--- src/rtl/pbs_pkg.sv ---
package pbs_pkg;

  typedef enum logic [3:0] {
    S_IDLE,
    S_CHECK,
    S_CLK_CMT,
    S_CLK_WAIT,
    S_IC_OPEN,
    S_IC_EN,
    S_IC_WAIT,
    S_IC_CLOSE,
    S_RST_REL,
    S_ISO_CMT,
    S_ISO_WAIT,
    S_RST_WAIT
  } seq_state_e;

  typedef enum logic [1:0] {
    RES_OK      = 2'd0,
    RES_BADPART = 2'd1,
    RES_TIMEOUT = 2'd2
  } res_code_e;

  function automatic logic is_wait(input seq_state_e s);
    return (s == S_CLK_WAIT) || (s == S_IC_WAIT) ||
           (s == S_ISO_WAIT) || (s == S_RST_WAIT);
  endfunction

endpackage

--- src/rtl/pbs_stat_sel.sv ---
// Picks the status bits of the addressed partition out of the per-partition vectors.
module pbs_stat_sel #(
  parameter int NP = 4,
  parameter int PW = 3
) (
  input  logic [PW-1:0] part_i,
  input  logic [NP-1:0] clk_vec_i,
  input  logic [NP-1:0] iso_vec_i,
  input  logic [NP-1:0] dis_vec_i,
  input  logic [NP-1:0] rst_vec_i,
  output logic          part_ok_o,
  output logic          clk_on_o,
  output logic          iso_on_o,
  output logic          ic_dis_o,
  output logic          rst_on_o
);
  logic [NP-1:0] hit;

  for (genvar g = 0; g < NP; g++) begin : g_hit
    assign hit[g] = (part_i == PW'(g));
  end

  assign part_ok_o = |hit;
  assign clk_on_o  = |(clk_vec_i & hit);
  assign iso_on_o  = |(iso_vec_i & hit);
  assign ic_dis_o  = |(dis_vec_i & hit);
  assign rst_on_o  = |(rst_vec_i & hit);
endmodule

--- src/rtl/pbs_wait_timer.sv ---
// Counts cycles spent in a wait step; flags expiry when the count reaches the limit.
module pbs_wait_timer #(
  parameter int TW = 8
) (
  input  logic          clk_i,
  input  logic          rst_ni,
  input  logic          clear_i,
  input  logic          run_i,
  input  logic [TW-1:0] limit_i,
  output logic          expired_o
);
  logic [TW-1:0] cnt_q;

  always_ff @(posedge clk_i or negedge rst_ni) begin
    if (!rst_ni) begin
      cnt_q <= '0;
    end else if (clear_i) begin
      cnt_q <= '0;
    end else if (run_i && (cnt_q != limit_i)) begin
      cnt_q <= cnt_q + TW'(1);
    end
  end

  assign expired_o = run_i && (cnt_q == limit_i);
endmodule

--- src/rtl/pbs_ctrl.sv ---
// Step sequencer: state register, request latch and result pulses.
module pbs_ctrl
  import pbs_pkg::*;
#(
  parameter int PW = 3,
  parameter int TW = 8
) (
  input  logic          clk_i,
  input  logic          rst_ni,
  input  logic          start_i,
  input  logic [PW-1:0] part_i,
  input  logic [TW-1:0] tmo_limit_i,
  input  logic          part_ok_i,
  input  logic          clk_on_i,
  input  logic          iso_on_i,
  input  logic          ic_dis_i,
  input  logic          rst_on_i,
  input  logic          expired_i,
  output seq_state_e    state_o,
  output logic [PW-1:0] part_o,
  output logic [TW-1:0] tmo_o,
  output logic          timer_clr_o,
  output logic          wait_o,
  output logic          done_o,
  output logic          err_o,
  output logic [1:0]    code_o
);
  seq_state_e    state_q, state_d;
  logic [PW-1:0] part_q;
  logic [TW-1:0] tmo_q;
  logic          fin_ok, fin_err;
  res_code_e     fin_code;
  logic          done_q, err_q;
  logic [1:0]    code_q;

  always_comb begin
    state_d  = state_q;
    fin_ok   = 1'b0;
    fin_err  = 1'b0;
    fin_code = RES_OK;
    unique case (state_q)
      S_IDLE:    if (start_i) state_d = S_CHECK;
      S_CHECK: begin
        if (part_q == '0) begin
          fin_ok = 1'b1;
        end else if (!part_ok_i) begin
          fin_err  = 1'b1;
          fin_code = RES_BADPART;
        end else if (clk_on_i) begin
          fin_ok = 1'b1;
        end else begin
          state_d = S_CLK_CMT;
        end
      end
      S_CLK_CMT: state_d = S_CLK_WAIT;
      S_CLK_WAIT: begin
        if (clk_on_i) state_d = S_IC_OPEN;
        else if (expired_i) begin
          fin_err  = 1'b1;
          fin_code = RES_TIMEOUT;
        end
      end
      S_IC_OPEN: state_d = S_IC_EN;
      S_IC_EN:   state_d = S_IC_WAIT;
      S_IC_WAIT: begin
        if (!ic_dis_i) state_d = S_IC_CLOSE;
        else if (expired_i) begin
          fin_err  = 1'b1;
          fin_code = RES_TIMEOUT;
        end
      end
      S_IC_CLOSE: state_d = S_RST_REL;
      S_RST_REL:  state_d = S_ISO_CMT;
      S_ISO_CMT:  state_d = S_ISO_WAIT;
      S_ISO_WAIT: begin
        if (!iso_on_i) state_d = S_RST_WAIT;
        else if (expired_i) begin
          fin_err  = 1'b1;
          fin_code = RES_TIMEOUT;
        end
      end
      S_RST_WAIT: begin
        if (!rst_on_i) fin_ok = 1'b1;
        else if (expired_i) begin
          fin_err  = 1'b1;
          fin_code = RES_TIMEOUT;
        end
      end
      default: state_d = S_IDLE;
    endcase
    if (fin_ok || fin_err) state_d = S_IDLE;
  end

  always_ff @(posedge clk_i or negedge rst_ni) begin
    if (!rst_ni) begin
      state_q <= S_IDLE;
      part_q  <= '0;
      tmo_q   <= '0;
      done_q  <= 1'b0;
      err_q   <= 1'b0;
      code_q  <= 2'd0;
    end else begin
      state_q <= state_d;
      done_q  <= fin_ok;
      err_q   <= fin_err;
      code_q  <= fin_err ? fin_code : RES_OK;
      if ((state_q == S_IDLE) && start_i) begin
        part_q <= part_i;
        tmo_q  <= tmo_limit_i;
      end
    end
  end

  assign state_o     = state_q;
  assign part_o      = part_q;
  assign tmo_o       = tmo_q;
  assign timer_clr_o = (state_d != state_q);
  assign wait_o      = is_wait(state_q);
  assign done_o      = done_q;
  assign err_o       = err_q;
  assign code_o      = code_q;
endmodule

--- src/rtl/part_bringup_seq.sv ---
module part_bringup_seq
  import pbs_pkg::*;
#(
  parameter int NP = 4,
  parameter int PW = 3,
  parameter int TW = 8
) (
  input  logic          clk_i,
  input  logic          rst_ni,
  input  logic          start_i,
  input  logic [PW-1:0] part_i,
  input  logic [TW-1:0] tmo_limit_i,
  output logic          busy_o,
  output logic          done_o,
  output logic          err_o,
  output logic [1:0]    err_code_o,
  output logic [PW-1:0] tgt_part_o,
  output logic          mc_commit_o,
  output logic          mc_clk_en_o,
  output logic          mc_iso_en_o,
  input  logic [NP-1:0] mc_clk_stat_i,
  input  logic [NP-1:0] mc_iso_stat_i,
  output logic          ic_wr_o,
  output logic          ic_unlock_o,
  output logic          ic_disable_o,
  input  logic [NP-1:0] ic_dis_stat_i,
  output logic          rg_release_o,
  input  logic [NP-1:0] rg_rst_stat_i
);
  seq_state_e    state;
  logic [PW-1:0] part_q;
  logic [TW-1:0] tmo_q;
  logic          part_ok, clk_on, iso_on, ic_dis, rst_on;
  logic          tmr_clr, tmr_run, tmr_exp;

  pbs_stat_sel #(.NP(NP), .PW(PW)) u_sel (
    .part_i    (part_q),
    .clk_vec_i (mc_clk_stat_i),
    .iso_vec_i (mc_iso_stat_i),
    .dis_vec_i (ic_dis_stat_i),
    .rst_vec_i (rg_rst_stat_i),
    .part_ok_o (part_ok),
    .clk_on_o  (clk_on),
    .iso_on_o  (iso_on),
    .ic_dis_o  (ic_dis),
    .rst_on_o  (rst_on)
  );

  pbs_wait_timer #(.TW(TW)) u_tmr (
    .clk_i     (clk_i),
    .rst_ni    (rst_ni),
    .clear_i   (tmr_clr),
    .run_i     (tmr_run),
    .limit_i   (tmo_q),
    .expired_o (tmr_exp)
  );

  pbs_ctrl #(.PW(PW), .TW(TW)) u_ctrl (
    .clk_i       (clk_i),
    .rst_ni      (rst_ni),
    .start_i     (start_i),
    .part_i      (part_i),
    .tmo_limit_i (tmo_limit_i),
    .part_ok_i   (part_ok),
    .clk_on_i    (clk_on),
    .iso_on_i    (iso_on),
    .ic_dis_i    (ic_dis),
    .rst_on_i    (rst_on),
    .expired_i   (tmr_exp),
    .state_o     (state),
    .part_o      (part_q),
    .tmo_o       (tmo_q),
    .timer_clr_o (tmr_clr),
    .wait_o      (tmr_run),
    .done_o      (done_o),
    .err_o       (err_o),
    .code_o      (err_code_o)
  );

  // Strobes and their data fields decode straight from the step state.
  assign busy_o       = (state != S_IDLE);
  assign tgt_part_o   = part_q;
  assign mc_commit_o  = (state == S_CLK_CMT) || (state == S_ISO_CMT);
  assign mc_clk_en_o  = mc_commit_o;
  assign mc_iso_en_o  = (state == S_CLK_CMT);
  assign ic_wr_o      = (state == S_IC_OPEN) || (state == S_IC_EN) || (state == S_IC_CLOSE);
  assign ic_unlock_o  = (state == S_IC_OPEN) || (state == S_IC_EN);
  assign ic_disable_o = (state == S_IC_OPEN);
  assign rg_release_o = (state == S_RST_REL);
endmodule

--- config.mk ---
export PLATFORM = sky130hd
export DESIGN_NAME = part_bringup_seq
export DESIGN_NICKNAME = d
export VERILOG_FILES = /design/src/rtl/pbs_pkg.sv /design/src/rtl/pbs_stat_sel.sv /design/src/rtl/pbs_wait_timer.sv /design/src/rtl/pbs_ctrl.sv /design/src/rtl/part_bringup_seq.sv
export SDC_FILE = /design/constraint.sdc
export NUM_CORES = 1
export LEC_CHECK = 0
export BUFFER_PORTS_ARGS = -buffer_cell sky130_fd_sc_hd__clkbuf_2
export CORE_UTILIZATION = 40
export CTS_CLUSTER_DIAMETER = 100
export DETAILED_ROUTE_END_ITERATION = 16
export GPL_TIMING_DRIVEN = 0
export PLACE_DENSITY = 0.65
export SYNTH_ARGS = -nofsm -noshare
export SYNTH_HDL_FRONTEND = slang
export SYNTH_HIERARCHICAL = 1
export SYNTH_SLANG_ARGS = --single-unit
--- constraint.sdc ---
create_clock -name clk_i -period 2.75 [get_ports clk_i]
set_input_delay 0.55 -clock clk_i [delete_from_list [all_inputs] [get_ports clk_i]]
set_output_delay 0.55 -clock clk_i [all_outputs]
set_load 0.01 [all_outputs]
[Word-level counts from Yosys, hierarchy flattened]
Index checks and enable logic that the tools add are counted.
Storage, ports and cells
  register bits: 27
  input port bits: 30
  word-level logic and storage cells: 81
Cells by class
  $add $sub $neg: 1
  equality and inequality tests: 17
  muxes and demuxes: 33
  bitwise logic cells: 4
  reduce and logical (&&, ||, !) cells: 19
Operators with widths (number)
  $pmux W4 S12: 1
  $mux W4: 8
  $reduce_or A4 Y1: 5
  $and A4 B4 Y4: 4
  $eq A4 B3 Y1 const B: 4
  $eq A4 B4 Y1 const B: 4
  $mux W8: 2
  $mux W2: 7
  $mux W1: 12
  $pmux W2 S5: 1
  $add A8 B1 Y8 const B: 1
  $eq A4 B2 Y1 const B: 2
  $eq A8 B8 Y1: 1
  $ne A8 B8 Y1: 1
  $logic_or A1 B1 Y1: 7
  $eq A3 B2 Y1 const B: 2
  $pmux W1 S5: 1
  $eq A4 B1 Y1 const B: 1
  $logic_not A4 Y1: 1
  $ne A4 B4 Y1: 1
  $reduce_bool A4 Y1: 1
  $eq A3 B1 Y1 const B: 1
  $logic_and A1 B1 Y1: 3
  $logic_not A3 Y1: 1
  other kinds (2): 2

[Depth between registers and ports, before layout]
Gate-level depths: netlist of the first run.
  depth in word-level cells: 12
  gate-level depth with buffers: 11
  gate-level depth less buffers: 9

[Cells and area by module]
The synthesis of the first run kept the hierarchy.
Modules (own cells, without submodules)
  pbs_ctrl: times used 1, cells each 92, area each 1041.0 um^2
  pbs_wait_timer: times used 1, cells each 59, area each 591.8 um^2
  pbs_stat_sel: times used 1, cells each 9, area each 133.9 um^2
  part_bringup_seq: times used 1, cells each 11, area each 78.8 um^2

[Worst setup path before layout of the first run]
OpenSTA, ideal clock, no wires.
  path type: register to register
  start point: reg u_ctrl.part_q[0], in the netlist u_ctrl/part_o[0]
  end point: reg u_tmr.cnt_q[5]
  setup time: 0.128 ns
  arrival time: 2.865 ns
  required time: 2.622 ns
  slack: -0.242 ns
  stages on the path, launching flop included: 11
  path buffers: 1
  clock period less this slack: 2.992 ns
  cell sequence: dfrtp_1 mux4_1 and2_1 or3b_1 a21oi_2 a311oi_2 and3_1 o21bai_2 clkbuf_1 nor2_1 mux2_1
On the way
  elaborated cells on any way between the ends: 37
  classes of those cells: eq/ne: 4; mux: 21; bitwise: 4; reduce/logical: 8
RTL lines
  start: declaration: RTL line pbs_ctrl.sv:29  | logic [PW-1:0] part_q;
  start signal: assignment: RTL line pbs_ctrl.sv:108  | part_q <= part_i;
  $eq A3 B1 Y1, or another cell as far along: RTL line pbs_stat_sel.sv:20  | assign hit[g] = (part_i == PW'(g));
  $and A4 B4 Y4 (*): RTL line pbs_stat_sel.sv:25  | assign iso_on_o = |(iso_vec_i & hit);
  $reduce_or A4 Y1 (*): RTL line pbs_stat_sel.sv:25
  via iso_on: RTL line part_bringup_seq.sv:33  | logic part_ok, clk_on, iso_on, ic_dis, rst_on;
  $mux W1: RTL line pbs_ctrl.sv:76  | if (!iso_on_i) state_d = S_RST_WAIT;
  $pmux W1 S5: RTL line pbs_ctrl.sv:41  | unique case (state_q)
  $logic_or A1 B1 Y1: RTL line pbs_ctrl.sv:91  | if (fin_ok || fin_err) state_d = S_IDLE;
  $mux W4 (*): RTL line pbs_ctrl.sv:91
  $ne A4 B4 Y1 (*): RTL line pbs_ctrl.sv:117  | assign timer_clr_o = (state_d != state_q);
  via tmr_clr: RTL line part_bringup_seq.sv:34  | logic tmr_clr, tmr_run, tmr_exp;
  $mux W8 or $reduce_bool A2 Y1 (tied branches)
  end signal: assignment: RTL line pbs_wait_timer.sv:20  | cnt_q <= cnt_q + TW'(1);
  end: declaration: RTL line pbs_wait_timer.sv:12  | logic [TW-1:0] cnt_q;
Mark *: on every way through the listed nets, which the timed path passes. The rest lies on a longest branch.
A chain may end at the register's enable or synchronous reset.

[Final worst setup path of the first run]
  start point: reg u_ctrl.part_q[0], in the netlist u_ctrl/part_o[0]
  end point: reg u_tmr.cnt_q[5]
On the way
  elaborated cells on any way between the ends: 37
  classes of those cells: eq/ne: 4; mux: 21; bitwise: 4; reduce/logical: 8
RTL lines
  $eq A3 B1 Y1, or another cell as far along: RTL line pbs_stat_sel.sv:20
  $and A4 B4 Y4 (*): RTL line pbs_stat_sel.sv:26  | assign ic_dis_o = |(dis_vec_i & hit);
  $reduce_or A4 Y1 (*): RTL line pbs_stat_sel.sv:26
  via ic_dis: RTL line part_bringup_seq.sv:33
  $mux W1: RTL line pbs_ctrl.sv:66  | if (!ic_dis_i) state_d = S_IC_CLOSE;
  $pmux W1 S5: RTL line pbs_ctrl.sv:41
  $logic_or A1 B1 Y1: RTL line pbs_ctrl.sv:91
  $mux W4 (*): RTL line pbs_ctrl.sv:91
  $ne A4 B4 Y1 (*): RTL line pbs_ctrl.sv:117
  via tmr_clr: RTL line part_bringup_seq.sv:34
  $mux W8 or $reduce_bool A2 Y1 (tied branches)
Marked as above.

==> results of run 1 <==
-- timing repair --
item                       4_1_cts  5_1_grt
buffers inserted                 4        0
setup endpoints to repair        8        8
pin swaps                        7        7
cloned                           1        0
gates resized for setup          7       14
-- critical path, delay by kind of cell (launching register included) --
family          cells  cell delay, ns
compound gates      3            0.40
mux                 2            0.78
flops               1            0.44
simple gates        4            0.81
buf+inv             1            0.15
-- cells by family after synthesis --
| group | Yosys count | synth area share |
|---|---|---|
| AND/OR/NAND/NOR | 71 | 0.241 |
| AO/OA/AOI/OAI | 27 | 0.114 |
| flip-flops | 27 | 0.366 |
| multiplexers | 23 | 0.193 |
| buffers and inverters | 14 | 0.0420 |
| XOR/XNOR | 8 | 0.0380 |
| adder cells (fa/ha/maj) | 1 | 0.00678 |
-- power by group through the flow --
stage                     Clock, mW  Combinational, mW  Sequential (mW)
after global routing          0.270               1.94            0.750
final                         0.236               1.78            0.714
after floorplan                   0               1.21            0.700
after CTS                     0.247               1.68            0.719
after global placement            0               1.51            0.726
after detailed placement          0               1.53            0.731
-- layout make-up --
type                       count  area share
clock buffer                   3      0.0181
timing repair buffer          49       0.117
multi-input combinational    130       0.496
inverter                       6     0.00990
sequential                    27       0.297
buffer                         8      0.0297
clock inverter                 1     0.00385
tap                           52      0.0286
-- flip-flops by register name, indices dropped and copies added (netlist names) --
register        cells
u_tmr/cnt_q         8
u_ctrl/err_o        1
u_ctrl/code_o       2
u_ctrl/part_o       3
u_ctrl/tmo_o        8
u_ctrl/done_o       1
u_ctrl/state_o      4
-- cells in the final DEF (no fill, tap or decap), types with 2 or more instances in the layout --
cell / instances
nand2b_1: 4
and2_1: 2
a21oi_1: 9
clkbuf_2: 45
nand4_1: 4
nor2_1: 12
o21ai_0: 4
mux4_2: 3
inv_1: 6
buf_4: 5
nand3_1: 2
nor3_1: 6
a211oi_1: 3
clkbuf_8: 3
and3_1: 2
buf_2: 2
mux2_4: 14
nor2b_1: 8
dfrtp_1: 26
nor4_4: 2
buf_6: 4
xor2_1: 8
nand2_1: 8
and2_4: 2
nand3b_1: 2
mux2_2: 4
-- path summary, 6_finish.rpt --
check,start,endpoint,slack [ns],cells after the start
min,rst_ni,u_tmr/cnt_q[7],0.28,1
min reg2reg,u_ctrl/tmo_o[7],u_ctrl/tmo_o[7],0.54,1
max in group asynchronous,rst_ni,u_ctrl/part_o[0],2.01,1
max,u_ctrl/part_o[0],u_tmr/cnt_q[5],0.05,10
max reg2reg,u_ctrl/part_o[0],u_tmr/cnt_q[5],0.05,10
min in group clk_i,part_i[1],u_ctrl/part_o[1],0.49,2
-- per-layer routing --
layer  wire, um  up-vias
met4         26        0
met2       1780       20
met1       1830      687
met3         90        2
met5          0        -
li1           -      729
==> impl_metrics.tcl, run 1 <==
set metrics [dict create \
    wire_per_inst_um 13.5 \
    ys_types 50 \
    grtUsageTotal 0.168 \
    drive_gt1_frac 0.451 \
    power_mw 2.73 \
    met2_usage 0.266 \
    syn-num-nets 202 \
    seq_area_um2 677 \
    finalHoldViolCount 0 \
    num-fill-cells 411 \
    tns_ns 0 \
    layout.cells.non_filler 276 \
    clk_pin_slew_ns 0.10 \
    placed_area_um2 2150 \
    synthTopCellsByArea "dfrtp_1, mux2_4, mux4_1, xor2_1, mux2_2" \
    period_minus_slack_ns 2.70 \
    syn_avg_cell_area_um2 10.8 \
    synth_edf_count 0 \
    powerDensity_nw_per_um2 1200 \
    cts_tree "yes" \
    setup_viol_count_final 0 \
    fp.coreArea_um2 4380 \
    fin_ws_ns 0.0490 \
    clkSinkCount 27 \
    hp-class "input pin to async pin" \
    rsz0062_at_grt "true" \
    busiest_layer "met2" \
    crit_fanout 6 \
    place_inst 267 \
    cts-root-buf "clkbuf_8" \
    yosys-top-cells-count "dfrtp_1, nor2_1, mux2_4" \
    slew_headroom 0.561 \
    crit_path_top_delay_cell "mux4_2" \
    htreeDepth 1 \
    grt_pass1_vias 1405 \
    initial_core_util 0.421 \
    maxCapViolCount 0 \
    fin_crit_sh 0.982 \
    status "finished clean" \
    synth_top_cell_by_area "dfrtp_1" \
    hold_buffers 0 \
    gp_congestion 0.820 \
    post-dp-hpwl_um 2690 \
    power_frac_comb 0.652 \
    drt_pass1_iterations 4 \
    synthFlopType "dfrtp_1" \
    post-synth-top-count-cell "dfrtp_1" \
    synthCells 171 \
    synth_top_area_frac 0.366 \
    ant_nets 0 \
    yosys_warnings 6 \
    multi_input_area_um2 1130 \
    synth_seq_area_share 0.366 \
    viasPerCell 5.21 \
    chipWidth_um 69.9 \
    dp_slack_ns -0.347 \
    cp-start-kind "register" \
    rows 24 \
    overflow 0 \
    endpoint_kind "register" \
    ios 45 \
    intPower_mw 1.60 \
    ir_drop_mv 0.525 \
    antenna_found_initial 0 \
    die_y_um 69.9 \
    critical_path_arrival_ns 2.87 \
    fmax_ghz 0.370 \
    drc_errors 0 \
    nets 256 \
    crit_type "register to register" \
    power_frac_seq 0.262 \
    async_flop_share 1.00 \
    wirelength_um 3740 \
    ys_ff_latch 27 \
    crit_path_max_incr_delay_ns 0.51 \
    fin_util 0.519 \
    swShare 0.415 \
    synthToLayoutAreaGrowth_pct 23.3 \
    vias 1438 \
    syn_area_um2 1850 \
    design_area_um2 2280 \
    portBuffers 44 \
    crit_required_ns 2.92 \
    numCtsBuffers 3 \
    grt_pass1_wl_um 6670 \
    power_frac_clock 0.087 \
    clock_skew_ns 0.00738 \
    whs_ns 0.284 \
    clkLatencyLatePin_ns 0.28 \
    path_cells "mux4_2, and2_4, or3b_4, a21oi_2, a311oi_2, and3_4, o21bai_4, buf_6, nor2b_1, mux2_4" \
    grt_start_max_net_pins 28 \
    drt_iter0_drc 83 \
    grtUsageMet1 0.234 \
    finalMaxSlewViolations 0 \
    clockBufferDepth 2 \
    die_area_um2 4890 \
    p_leak_nw 1.11 \
    switching_power_mw 1.13 \
    worstMarginPinSlew_ns 0.659 \
    gr-usage-met3 0.0361 \
    antennaDiodeCount 0 \
]
Power figures use the tool's default switching activity.
==> inputs of run 2 (changes only) <==
CORE_ASPECT_RATIO = 0.8   (was unset)
==> impl_metrics.tcl, run 2 (synthesis gave the netlist of run 1 again) <==
set metrics [dict create \
    status "finished clean" \
    critical_path_arrival_ns 2.90 \
    finalMaxSlewViolations 0 \
    clkLatencyLatePin_ns 0.28 \
    gp_congestion 0.843 \
    antenna_found_initial 0 \
    fmax_ghz 0.367 \
    cts_tree "yes" \
    final_cell_mix "clkbuf_2, dfrtp_1, mux2_4, nor2_1, a21oi_1" \
    endpoint_kind "register" \
    vias 1508 \
    placed_area_um2 2160 \
    cp-start-kind "register" \
    rsz0062_at_grt "true" \
    crit_fanout 6 \
    nets 259 \
    ant_nets 0 \
    hp-class "input pin to async pin" \
    hold_buffers 0 \
    chipWidth_um 77.9 \
    slew_headroom 0.547 \
    finalHoldViolCount 0 \
    period_minus_slack_ns 2.73 \
    fin_crit_sh 0.991 \
    cts-root-buf "clkbuf_8" \
    die_y_um 62.8 \
    grt_start_max_net_pins 28 \
    overflow 0 \
    layout_commonest_cell "clkbuf_2" \
    post-dp-hpwl_um 2830 \
    grtUsageTotal 0.181 \
    wire_per_inst_um 14.2 \
    maxCapViolCount 0 \
    drive_gt1_frac 0.458 \
    drt_iter0_drc 73 \
    worstMarginPinSlew_ns 0.680 \
    synthToLayoutAreaGrowth_pct 26.3 \
    crit_required_ns 2.92 \
    grt_pass1_wl_um 7070 \
    powerDensity_nw_per_um2 1220 \
    num-fill-cells 408 \
    setup_viol_count_final 0 \
    die_area_um2 4890 \
    crit_type "register to register" \
    tns_ns 0 \
    drt_pass1_iterations 4 \
    grt_pass1_vias 1484 \
    htreeDepth 1 \
    ir_drop_mv 0.643 \
    clk_pin_slew_ns 0.10 \
    clkSinkCount 27 \
    rows 21 \
    numCtsBuffers 3 \
    clockBufferDepth 2 \
    drc_errors 0 \
    clock_skew_ns 0.00603 \
    p_leak_nw 1.12 \
    portBuffers 44 \
    initial_core_util 0.428 \
    power_mw 2.85 \
    wirelength_um 4040 \
    antennaDiodeCount 0 \
    ios 45 \
    viasPerCell 5.31 \
    fp.coreArea_um2 4310 \
    design_area_um2 2330 \
]
[run 2: worst paths after layout]
path,start,end,slack [ns],cells after the start
min in group clk_i,tmo_limit_i[0],u_ctrl/tmo_o[0],0.49,2
setup reg to reg,u_ctrl/part_o[0],u_tmr/cnt_q[7],0.02,10
hold reg to reg,u_ctrl/tmo_o[5],u_ctrl/tmo_o[5],0.55,1
max in group asynchronous,rst_ni,u_ctrl/part_o[0],1.99,1
setup / recovery,u_ctrl/part_o[0],u_tmr/cnt_q[7],0.02,10
hold / removal,rst_ni,u_ctrl/tmo_o[1],0.29,1
[run 2: layout make-up]
cell class	count	area [um2]	share of cell area
Buffer	8	66.3	0.0284
Sequential cell	27	677	0.290
Inverter	6	22.5	0.00966
Clock buffer	3	41.3	0.0177
Clock inverter	1	7.51	0.00322
Tap cell	57	71.3	0.0306
Multi-Input combinational cell	130	1150	0.495
Timing Repair Buffer	52	292	0.125
[run 2: critical path: stages, from the launching register on]
cell and delay (ns):
dfrtp_2 0.44, mux4_2 0.51, and2_4 0.17, or3b_4 0.40
a21oi_4 0.18, a311oi_4 0.07, and3_4 0.22, o21bai_4 0.17
buf_6 0.15, nor2b_1 0.04, mux2_4 0.26
[run 2: through the flow]
| stage | std cells | util | hold slack (ns) | setup slack (ns) |
|---|---|---|---|---|
| finish | 284 | 0.541 | 0.292 | 0.0240 |
| global route | 284 | 0.541 | 0.335 | -0.0681 |
| CTS | 282 | 0.522 | 0.314 | 0.00307 |
| detailed placement | 272 | 0.500 | 0.523 | -0.319 |
| global placement | 272 | 0.500 | 0.520 | -0.359 |
| floorplan | 171 | - | 0.254 | 0.00000488 |
[run 2: where the power goes]
part	leakage [nW]	internal [mW]	switching [mW]
logic	0.749	1.02	0.884
clock network	0.0217	0.103	0.131
registers	0.346	0.538	0.178
total	1.12	1.66	1.19
[run 2: repair_timing]
action,in CTS,in global routing
gates cloned,1,0
setup endpoints to repair,8,8
setup buffers,5,2
gates resized for setup,8,15
hold endpoints to repair,0,0
pin swaps,5,7
[run 2: per-layer routing]
metal | vias up | global-route usage | routed length, um
met5 | - | 0 | 0
met4 | 0 | 0.0370 | 39
met3 | 7 | 0.0365 | 153
met2 | 38 | 0.271 | 1810
met1 | 734 | 0.269 | 2040
li1 | 729 | - | -
